## src/rtl/trig_seq_ctrl.sv

```systemverilog
module trig_seq_ctrl #(
  parameter int CNT_W = 16
) (
  input  logic             clk,
  input  logic             rst_n,
  input  logic             t0_pulse,
  input  logic             t1_pulse,
  input  logic             t2_acc_pulse,
  input  logic             t2_rej_pulse,
  input  logic             data_mark,
  input  logic             end_evt,
  input  logic [CNT_W-1:0] t1_hold_len,
  input  logic [CNT_W-1:0] t1_open_len,
  input  logic [CNT_W-1:0] t2_hold_len,
  input  logic [CNT_W-1:0] t2_open_len,
  output logic [3:0]       state_o,
  output logic             accept_o,
  output logic             reject_o,
  output logic             timeout_o,
  output logic             flush_o
);

  typedef enum logic [3:0] {
    REST     = 4'd0,
    T1_HOLD  = 4'd1,
    T1_OPEN  = 4'd2,
    T2_HOLD  = 4'd3,
    T2_OPEN  = 4'd4,
    ACCEPTED = 4'd5,
    REJECTED = 4'd6,
    EXPIRED  = 4'd7,
    MARKER   = 4'd8,
    FLUSHING = 4'd9
  } st_t;

  st_t             st_q, st_d;
  logic [CNT_W-1:0] tmr_q;
  logic [CNT_W-1:0] cur_len;
  logic             restart;
  logic             expire;

  always_comb begin
    case (st_q)
      T1_HOLD: cur_len = t1_hold_len;
      T1_OPEN: cur_len = t1_open_len;
      T2_HOLD: cur_len = t2_hold_len;
      T2_OPEN: cur_len = t2_open_len;
      default: cur_len = '0;
    endcase
  end

  assign expire = ({1'b0, tmr_q} + 1'b1) >= {1'b0, cur_len};

  always_comb begin
    st_d    = st_q;
    restart = 1'b0;
    case (st_q)
      REST: begin
        if (t0_pulse) begin
          st_d = T1_HOLD; restart = 1'b1;
        end else if (data_mark) begin
          st_d = MARKER;
        end
      end
      T1_HOLD: begin
        if (t0_pulse) restart = 1'b1;
        else if (expire) begin
          st_d = T1_OPEN; restart = 1'b1;
        end
      end
      T1_OPEN: begin
        if (t0_pulse) begin
          st_d = T1_HOLD; restart = 1'b1;
        end else if (t1_pulse) begin
          st_d = T2_HOLD; restart = 1'b1;
        end else if (expire) begin
          st_d = FLUSHING; restart = 1'b1;
        end
      end
      T2_HOLD: begin
        if (t1_pulse) restart = 1'b1;
        else if (expire) begin
          st_d = T2_OPEN; restart = 1'b1;
        end
      end
      T2_OPEN: begin
        if (t2_acc_pulse) begin
          st_d = ACCEPTED; restart = 1'b1;
        end else if (t2_rej_pulse) begin
          st_d = REJECTED; restart = 1'b1;
        end else if (t1_pulse) begin
          st_d = T2_HOLD; restart = 1'b1;
        end else if (expire) begin
          st_d = EXPIRED; restart = 1'b1;
        end
      end
      ACCEPTED, REJECTED, EXPIRED, MARKER: begin
        if (end_evt) st_d = REST;
      end
      FLUSHING: st_d = REST;
      default:  st_d = REST;
    endcase
  end

  always_ff @(posedge clk or negedge rst_n) begin
    if (!rst_n) begin
      st_q  <= REST;
      tmr_q <= '0;
    end else begin
      st_q  <= st_d;
      tmr_q <= restart ? '0 : tmr_q + 1'b1;
    end
  end

  assign state_o   = st_q;
  assign accept_o  = (st_q == ACCEPTED);
  assign reject_o  = (st_q == REJECTED);
  assign timeout_o = (st_q == EXPIRED);
  assign flush_o   = (st_q == FLUSHING);

  p_reset_rest_r1: assert property (@(posedge clk)
    !rst_n |-> (st_q == REST && tmr_q == '0));

  p_t0_from_rest_r2: assert property (@(posedge clk) disable iff (!rst_n)
    (st_q == REST && t0_pulse) |=> (st_q == T1_HOLD && tmr_q == '0));

  p_t0_restart_r3: assert property (@(posedge clk) disable iff (!rst_n)
    ((st_q == T1_HOLD || st_q == T1_OPEN) && t0_pulse) |=> (st_q == T1_HOLD && tmr_q == '0));

  p_t1_restart_r5: assert property (@(posedge clk) disable iff (!rst_n)
    (st_q == T2_HOLD && t1_pulse) |=> (st_q == T2_HOLD && tmr_q == '0));

  p_accept_wins_r6: assert property (@(posedge clk) disable iff (!rst_n)
    (st_q == T2_OPEN && t2_acc_pulse) |=> accept_o);

  p_flush_single_r8: assert property (@(posedge clk) disable iff (!rst_n)
    flush_o |=> (!flush_o && state_o == REST));

  p_closing_hold_r10: assert property (@(posedge clk) disable iff (!rst_n)
    ((accept_o || reject_o || timeout_o || st_q == MARKER) && !end_evt) |=> $stable(state_o));

  p_flags_exclusive_r11: assert property (@(posedge clk) disable iff (!rst_n)
    $onehot0({accept_o, reject_o, timeout_o, flush_o}));

endmodule

```

## config.mk

```make
export PLATFORM = sky130hd
export DESIGN_NAME = trig_seq_ctrl
export DESIGN_NICKNAME = d
export VERILOG_FILES = /design/src/rtl/trig_seq_ctrl.sv
export SDC_FILE = /design/constraint.sdc
export NUM_CORES = 1
export LEC_CHECK = 0
export ABC_AREA = 1
export BUFFER_PORTS_ARGS = -buffer_cell sky130_fd_sc_hd__buf_2
export CAP_MARGIN = 20
export CORE_MARGIN = 4
export CORE_UTILIZATION = 51
export CTS_BUF_LIST = sky130_fd_sc_hd__clkbuf_8
export DETAILED_ROUTE_END_ITERATION = 10
export GPL_TIMING_DRIVEN = 0
export PLACE_DENSITY = 0.82
export SYNTH_ARGS = -nofsm -noshare
export SYNTH_HDL_FRONTEND = slang
export SYNTH_SLANG_ARGS = --single-unit
```

## constraint.sdc

```tcl
create_clock -name clk -period 3.81 [get_ports clk]
set_clock_uncertainty 0.2 [all_clocks]
set_input_delay 0.1905 -clock clk [delete_from_list [all_inputs] [get_ports clk]]
set_output_delay 0.1905 -clock clk [all_outputs]
set_load 0.03 [all_outputs]
```

==> results of run 1 <==
synth_stat cells:
cell type and count:
o211ai_1 1, nor3_4 1, clkbuf_1 3, nor3_1 7, buf_2 2, nand3_4 1, nor2_2 7, nand4_1 4
nand2_4 1, nand2_2 5, o21ai_1 1, dfrtp_1 20, a22o_1 15, xnor2_1 4, nand2_1 58, xor2_1 9
nand3_1 19, nor2_4 12, clkinv_1 1, inv_2 4, a21o_1 2, a21oi_1 5, nand3b_1 1, buf_12 1
o21ai_0 5, a221oi_1 15, nor2_1 31, ha_1 17, inv_1 44
worst paths after layout:
kind / startpoint / endpoint / slack [ns] / depth (start not counted)
worst max-delay path: tmr_q[0] / tmr_q[13] / 0.27 / 19
worst min-delay path: t0_pulse / state_o[3] / 0.1 / 4
worst max register to register: tmr_q[0] / tmr_q[13] / 0.27 / 19
worst min register to register: tmr_q[0] / tmr_q[0] / 0.32 / 1
max in group asynchronous: rst_n / tmr_q[12] / 2.87 / 2
min in group asynchronous: rst_n / tmr_q[6] / 0.21 / 2
through the flow:
step	power (mW)	area, µm²	util (%)	std cells	setup WS (ns)
after floorplan	1.18	2140	-	296	0.511
after global placement	1.42	2600	64.6	425	0.115
after detailed placement	1.45	2600	64.6	425	0.0747
final	1.64	2710	67.4	432	0.272
after global routing	1.81	2710	67.4	432	0.0131
after CTS	1.63	2670	66.2	430	0.0525
worst max-delay path, stage by stage (launching register included):
cell	delay (ns)
dfrtp_1	0.41
ha_1	0.20
nand2_1	0.08
nor2_2	0.22
nand2_4	0.13
nor3_2	0.19
nand3_1	0.15
xor2_2	0.24
inv_1	0.08
ha_1	0.30
nand2_1	0.09
nor3_1	0.25
nand3_1	0.11
nor2_1	0.19
nor2_4	0.05
nand2_1	0.07
nand2_2	0.07
nand3_4	0.15
buf_12	0.19
nor2_4	0.04
logic make-up (layout without fill, tap and decap cells):
family / count (synthesis) / count (layout) / synth area share [%]
flip-flops: 20 / 20 / 23.3
XOR/XNOR: 13 / 13 / 5.31
buffers and inverters: 55 / 141 / 10.5
adder cells (fa/ha/maj): 17 / 17 / 9.92
AND/OR/NAND/NOR: 147 / 147 / 35.1
AO/OA/AOI/OAI: 44 / 44 / 15.9
where the power goes:
part / switching, mW / internal [mW]
Combinational: 0.753 / 0.431
Clock: 0.0791 / 0.0922
Sequential: 0.0364 / 0.251
registers in the layout, indices dropped and copies added (netlist names):
register	cells
state_o	4
tmr_q	16
layer usage:
metal | routed length, µm | track usage, % | part of all wire [%] | vias to the layer above
met1 | 2500 | 28.0 | 42 | 1086
met4 | 99 | 8.40 | 1.7 | 0
met5 | 0 | 0 | 0 | -
li1 | - | - | - | 1157
met3 | 344 | 3.86 | 5.8 | 11
met2 | 3040 | 43.9 | 51 | 86
what timing repair did:
action,4_1_cts,5_1_grt
endpoints found under the hold margin,20,0
hold buffers,1,0
setup endpoints to repair,0,20
resized for setup,0,11
setup buffers,0,2
cell type report:
type	count	area [µm²]	share of cell area, %
inverter	49	188	6.92
buffer	6	45.0	1.66
sequential	20	500	18.4
multi-input combinational	221	1440	53.2
tap	50	62.6	2.31
clock buffer	4	55.1	2.03
timing repair buffer	82	420	15.5
==> results.md, run 1 <==
* Outcome: finished clean
* GR Util All Layers at 24.0%
* Synth Warn # at 0
* Leading area contributor after synthesis: dfrtp_1
* Area Growth Syn to Fin at 26.5%
* Drt first pass iters at 4
* Final GP Congestion at 0.960
* Seq/Total Area, Yosys at 23.3%
* Worst-path clk slew at 0.08 ns
* Data arrival, critical path at 3.49 ns
* # fillers at 368
* HP Class: in -> reg
* Fin crit share at 92.9%
* Top cell type's share of synthesized area at 23.3%
* Final wirelength at 5.98 mm
* FF+latch count, synth at 20
* Antenna violations before repair at 0
* Layout Nets at 472
* Antenna fix cells at 0
* Vias at 2340
* Setup violators final at 0
* TNS Setup at 0 ns
* CP Capture Type: flip-flop
* Worst slew pin tran at 0.517 ns
* Hold WS at 0.0974 ns
* Pleak at 1.47 nW
* Die Area at 5310 µm²
* CTS tree: yes
* DRT antenna net count at 0
* GRT overflow at 0
* F_max at 283 MHz
* Vias in the first global route at 2376
* Largest net degree at the start of global routing at 21
* DR vias/cell at 5.42
* Post-synthesis average cell area at 7.25 µm²
* Net Count, Synth at 385
* Commonest cells after routing, fill and taps aside: 81 x buf_2, 58 x nand2_1, 44 x inv_1
* Clk_lat worst skew at 0.27 ns
* Slew margin rel. at 65.4%
* Hpwl dp at 4.90 mm
* Root buf cell: clkbuf_8
* RSZ-0062 raised after global routing: no
* First-pass GRT wire length at 10.0 mm
* CTS HTree Levels at 1
* Rows at 23
* WL/cell at 13.8 µm
* Worst VDD drop at 442 µV
* Cell count after synthesis at 296
* Max-Cap Viols at 0
* Post-Syn Area at 2140 µm²
* Clk sink count at 20
* Initial Util at 53.2%
* Port Buffers at 79
* Ports at 80
* Final min period at 3.54 ns
* Worst setup path class: reg -> reg
* Share of cells above drive strength 1 at 33.0%
* 1st-iter DRT viols at 96
* Unique masters post-synth at 29
* Setup crit start kind: flip-flop
* Die H at 72.8 µm
* P per Cell Area at 605 nW/µm²
* Die Span X at 72.8 µm
* DRC at 0
* Final hold vios at 0
* Num CTS Buffers at 3
* Crit-path max FO at 10
* CTS Buffer Depth at 2
* Largest cells by area after synthesis: dfrtp_1 23%, nand2_1 10%, ha_1 9.9%
* Max-slew violation count at 0
* Core area at 4030 µm²
* Most common cell after layout, fill and taps aside: buf_2
* Worst Path Required at 3.76 ns
(Power assumes the default switching activity.)
==> run 2: changes to the inputs <==
==> config.mk (replaced) <==
export PLATFORM = sky130hd
export DESIGN_NAME = trig_seq_ctrl
export DESIGN_NICKNAME = d
export VERILOG_FILES = /design/src/rtl/trig_seq_ctrl.sv
export SDC_FILE = /design/constraint.sdc
export NUM_CORES = 1
export LEC_CHECK = 0
export BUFFER_PORTS_ARGS = -buffer_cell sky130_fd_sc_hd__buf_2
export CAP_MARGIN = 20
export CORE_MARGIN = 4
export CORE_UTILIZATION = 50
export CTS_BUF_LIST = sky130_fd_sc_hd__clkbuf_8
export DETAILED_ROUTE_END_ITERATION = 10
export GPL_TIMING_DRIVEN = 0
export HOLD_SLACK_MARGIN = 0.12
export PLACE_DENSITY = 0.83
export SYNTH_ARGS = -nofsm -noshare
export SYNTH_HDL_FRONTEND = slang
export SYNTH_SLANG_ARGS = --single-unit
==> run 2 against run 1 <==
Effect of this change: fmax decreased by 5.0%; sequential share of layout area increased by 1.2 points; area after synthesis decreased by 11%; core utilization increased by 2.0 points; critical endpoint is now state_o[3]; largest cell class unchanged.
==> results.md, run 2 <==
* Outcome: finished clean
* Final core occ at 69.4%
* Count leader, synth: dfrtp_1
* Hold Startpoint: t1_pulse
* Comb pwr share at 69.0%
* Core area at 3690 µm²
* Cell count after synthesis at 216
* Clk_lat worst skew at 0.27 ns
* CP Capture Type: flip-flop
* Share of cells above drive strength 1 at 36.7%
* Slew margin rel. at 69.5%
* Most common cell after layout, fill and taps aside: buf_2
* Crit-path max FO at 10
* Reg2reg setup slack at 0.08 ns
* Ys async rst share at 100%
* P per Cell Area at 663 nW/µm²
* Worst setup path class: reg -> reg
* Tot Pwr at 1.70 mW
* Drt first pass iters at 4
* Largest net degree at the start of global routing at 21
* Worst slew pin tran at 0.457 ns
* F_max at 268 MHz
* RR Startpoint: state_o[0]
* Vias at 2123
* List of most frequent post-synthesis cells: 20 x dfrtp_1, 17 x ha_1, 16 x nor2_1
* Post-Place Setup Slack at -0.444 ns
* Worst setup margin at 0.0843 ns
* Fin crit share at 97.8%
* Final hold vios at 0
* Final wirelength at 5.97 mm
* Reg-to-Reg End: state_o[3]
* Port Buffers at 79
* Die H at 69.9 µm
* Path depth of the worst reg2reg path at 13
* Seq/Total Area, Yosys at 26.2%
* Worst-path clk slew at 0.08 ns
* Initial Util at 51.9%
* Pleak at 1.28 nW
* Area Growth Syn to Fin at 33.8%
* Num CTS Buffers at 3
* HP Class: in -> reg
* Top cell type's share of synthesized area at 26.2%
* Largest reg by FF count: tmr_q
* Antenna fix cells at 0
* Most used DFF post-synth: dfrtp_1
* # fillers at 320
* Ports at 80
* Hold Path Sink: state_o[1]
* Final min period at 3.73 ns
* Worst VDD drop at 400 µV
* Synth Warn # at 0
* DR vias/cell at 6.01
* Antenna violations before repair at 0
* Hpwl dp at 4.34 mm
* Rows at 22
* DRT antenna net count at 0
* DRC at 0
* Die Area at 4880 µm²
* Clk sink count at 20
* Die Span X at 69.9 µm
* Multi-input logic area at 1400 µm²
* GR Util All Layers at 22.6%
* Worst Path Required at 3.76 ns
* Placed Area at 2370 µm²
* Commonest cells after routing, fill and taps aside: 81 x buf_2, 19 x dfrtp_1, 17 x ha_1
* First-pass GRT wire length at 8.96 mm
* Clock share of power at 13.0%
* FF+latch count, synth at 20
* Switch share at 47.7%
* CTS tree: yes
* GRT overflow at 0
* Vias in the first global route at 2049
* Largest cells by area after synthesis: dfrtp_1 26%, ha_1 11%, a221oi_1 6.9%
* 1st-iter DRT viols at 105
* WL/cell at 16.9 µm
* Post-synth EDFFs at 0
* Hold Path Cell Cnt at 4
* Cells along the critical path: clkbuf_4 > nand2b_4 > nor3_4 > clkbuf_2 > a22o_1 > a221oi_1 > ha_1 > and4_1 > a31o_1 > a32oi_2 > nand3_2 > o221ai_4 > mux2_1
* DR WL met2 at 2.92 mm
* Data arrival, critical path at 3.68 ns
* Register area at 502 µm²
* Unique masters post-synth at 41
* Post-synthesis average cell area at 8.86 µm²
* Max-Cap Viols at 0
* Reg power frac at 18.0%
* Layout Nets at 395
* Root buf cell: clkbuf_8
* CP max stage delay at 0.48 ns
* RSZ-0062 raised after global routing: yes
* CTS HTree Levels at 1
* Setup violators final at 0
* Non-Filler Cell Area, Final at 2560 µm²
* Final GP Congestion at 0.912
* Power Internal at 0.888 mW
* Leading area contributor after synthesis: dfrtp_1
* Post-Syn Area at 1910 µm²
* Net Count, Synth at 305
* Uppermost layer routed: met4
* Worst path slowest cell: dfrtp_1
* Max-slew violation count at 0
* Met1 wire length at 2.33 mm
* CTS Buffer Depth at 2
* Net switching power at 0.809 mW
* Setup crit start kind: flip-flop
* Met3 WL at 500 µm
* Max reg flops at 16
==> run 2: through the flow <==
step | cells | setup TNS [ns] | hold WS, ns
floorplan | 216 | 0 | -0.305
global placement | 343 | -4.37 | -0.0373
detailed placement | 343 | -6.43 | -0.0321
CTS | 351 | 0 | 0.148
global route | 353 | -0.0469 | 0.171
finish | 353 | 0 | 0.151
==> run 2: worst max-delay path by stage <==
stage | from | end | slack (ns) | depth (start not counted)
detailed placement | state_o[0] | state_o[3] | -0.44 | 13
global route | state_o[0] | state_o[0] | -0.02 | 13
CTS | state_o[3] | tmr_q[8] | 0.002 | 13
global placement | state_o[0] | state_o[3] | -0.33 | 13
finish | state_o[0] | state_o[3] | 0.08 | 13
floorplan | state_o[0] | state_o[0] | 0.06 | 13
==> run 2: repair_timing <==
action / 4_1_cts / 5_1_grt
endpoints found under the hold margin: 20 / 0
resized for setup: 7 / 14
hold buffers: 1 / 0
pin swaps: 3 / 2
setup buffers: 3 / 2
endpoints found under the setup margin: 20 / 14
==> run 2: area by class of cell <==
type                            count  area share [%]
Inverter                            7            1.03
Multi-Input combinational cell    179            54.5
Clock inverter                      1            1.17
Clock buffer                        3            1.61
Sequential cell                    20            19.6
Buffer                             10            2.44
Timing Repair Buffer               85            17.3
Tap cell                           48            2.35
==> run 2: cells by family after synthesis <==
kind of cell	count (synthesis)	synth area share, %
AOI/OAI and AO/OA	59	25.2
adders and majority gates	17	11.1
DFF	20	26.2
muxes	5	2.81
and+or+nand+nor	84	24.5
xor gates and xnor gates	14	6.41
buffers and inverters	17	3.79
==> run 2: critical path: cells and delay by family, from the launching register on <==
family | cells | cell delay (ns)
compound gates | 5 | 1.04
simple gates | 4 | 0.69
fa+ha+maj | 1 | 0.30
buf+inv | 2 | 0.54
flops | 1 | 0.48
mux | 1 | 0.35
==> run 2: power by group through the flow <==
| stage | clock, mW | combinational, mW | sequential (mW) |
|---|---|---|---|
| floorplan | 0 | 0.740 | 0.326 |
| global placement | 0 | 0.996 | 0.302 |
| detailed placement | 0 | 1.02 | 0.304 |
| CTS | 0.216 | 1.09 | 0.299 |
| global route | 0.227 | 1.27 | 0.309 |
| finish | 0.221 | 1.17 | 0.305 |
==> run 2: metal layers <==
metal / GRT usage, % / up-vias
li1: - / 1007
met1: 26.8 / 987
met2: 41.0 / 110
met3: 3.17 / 19
met4: 8.30 / 0
met5: 0 / -
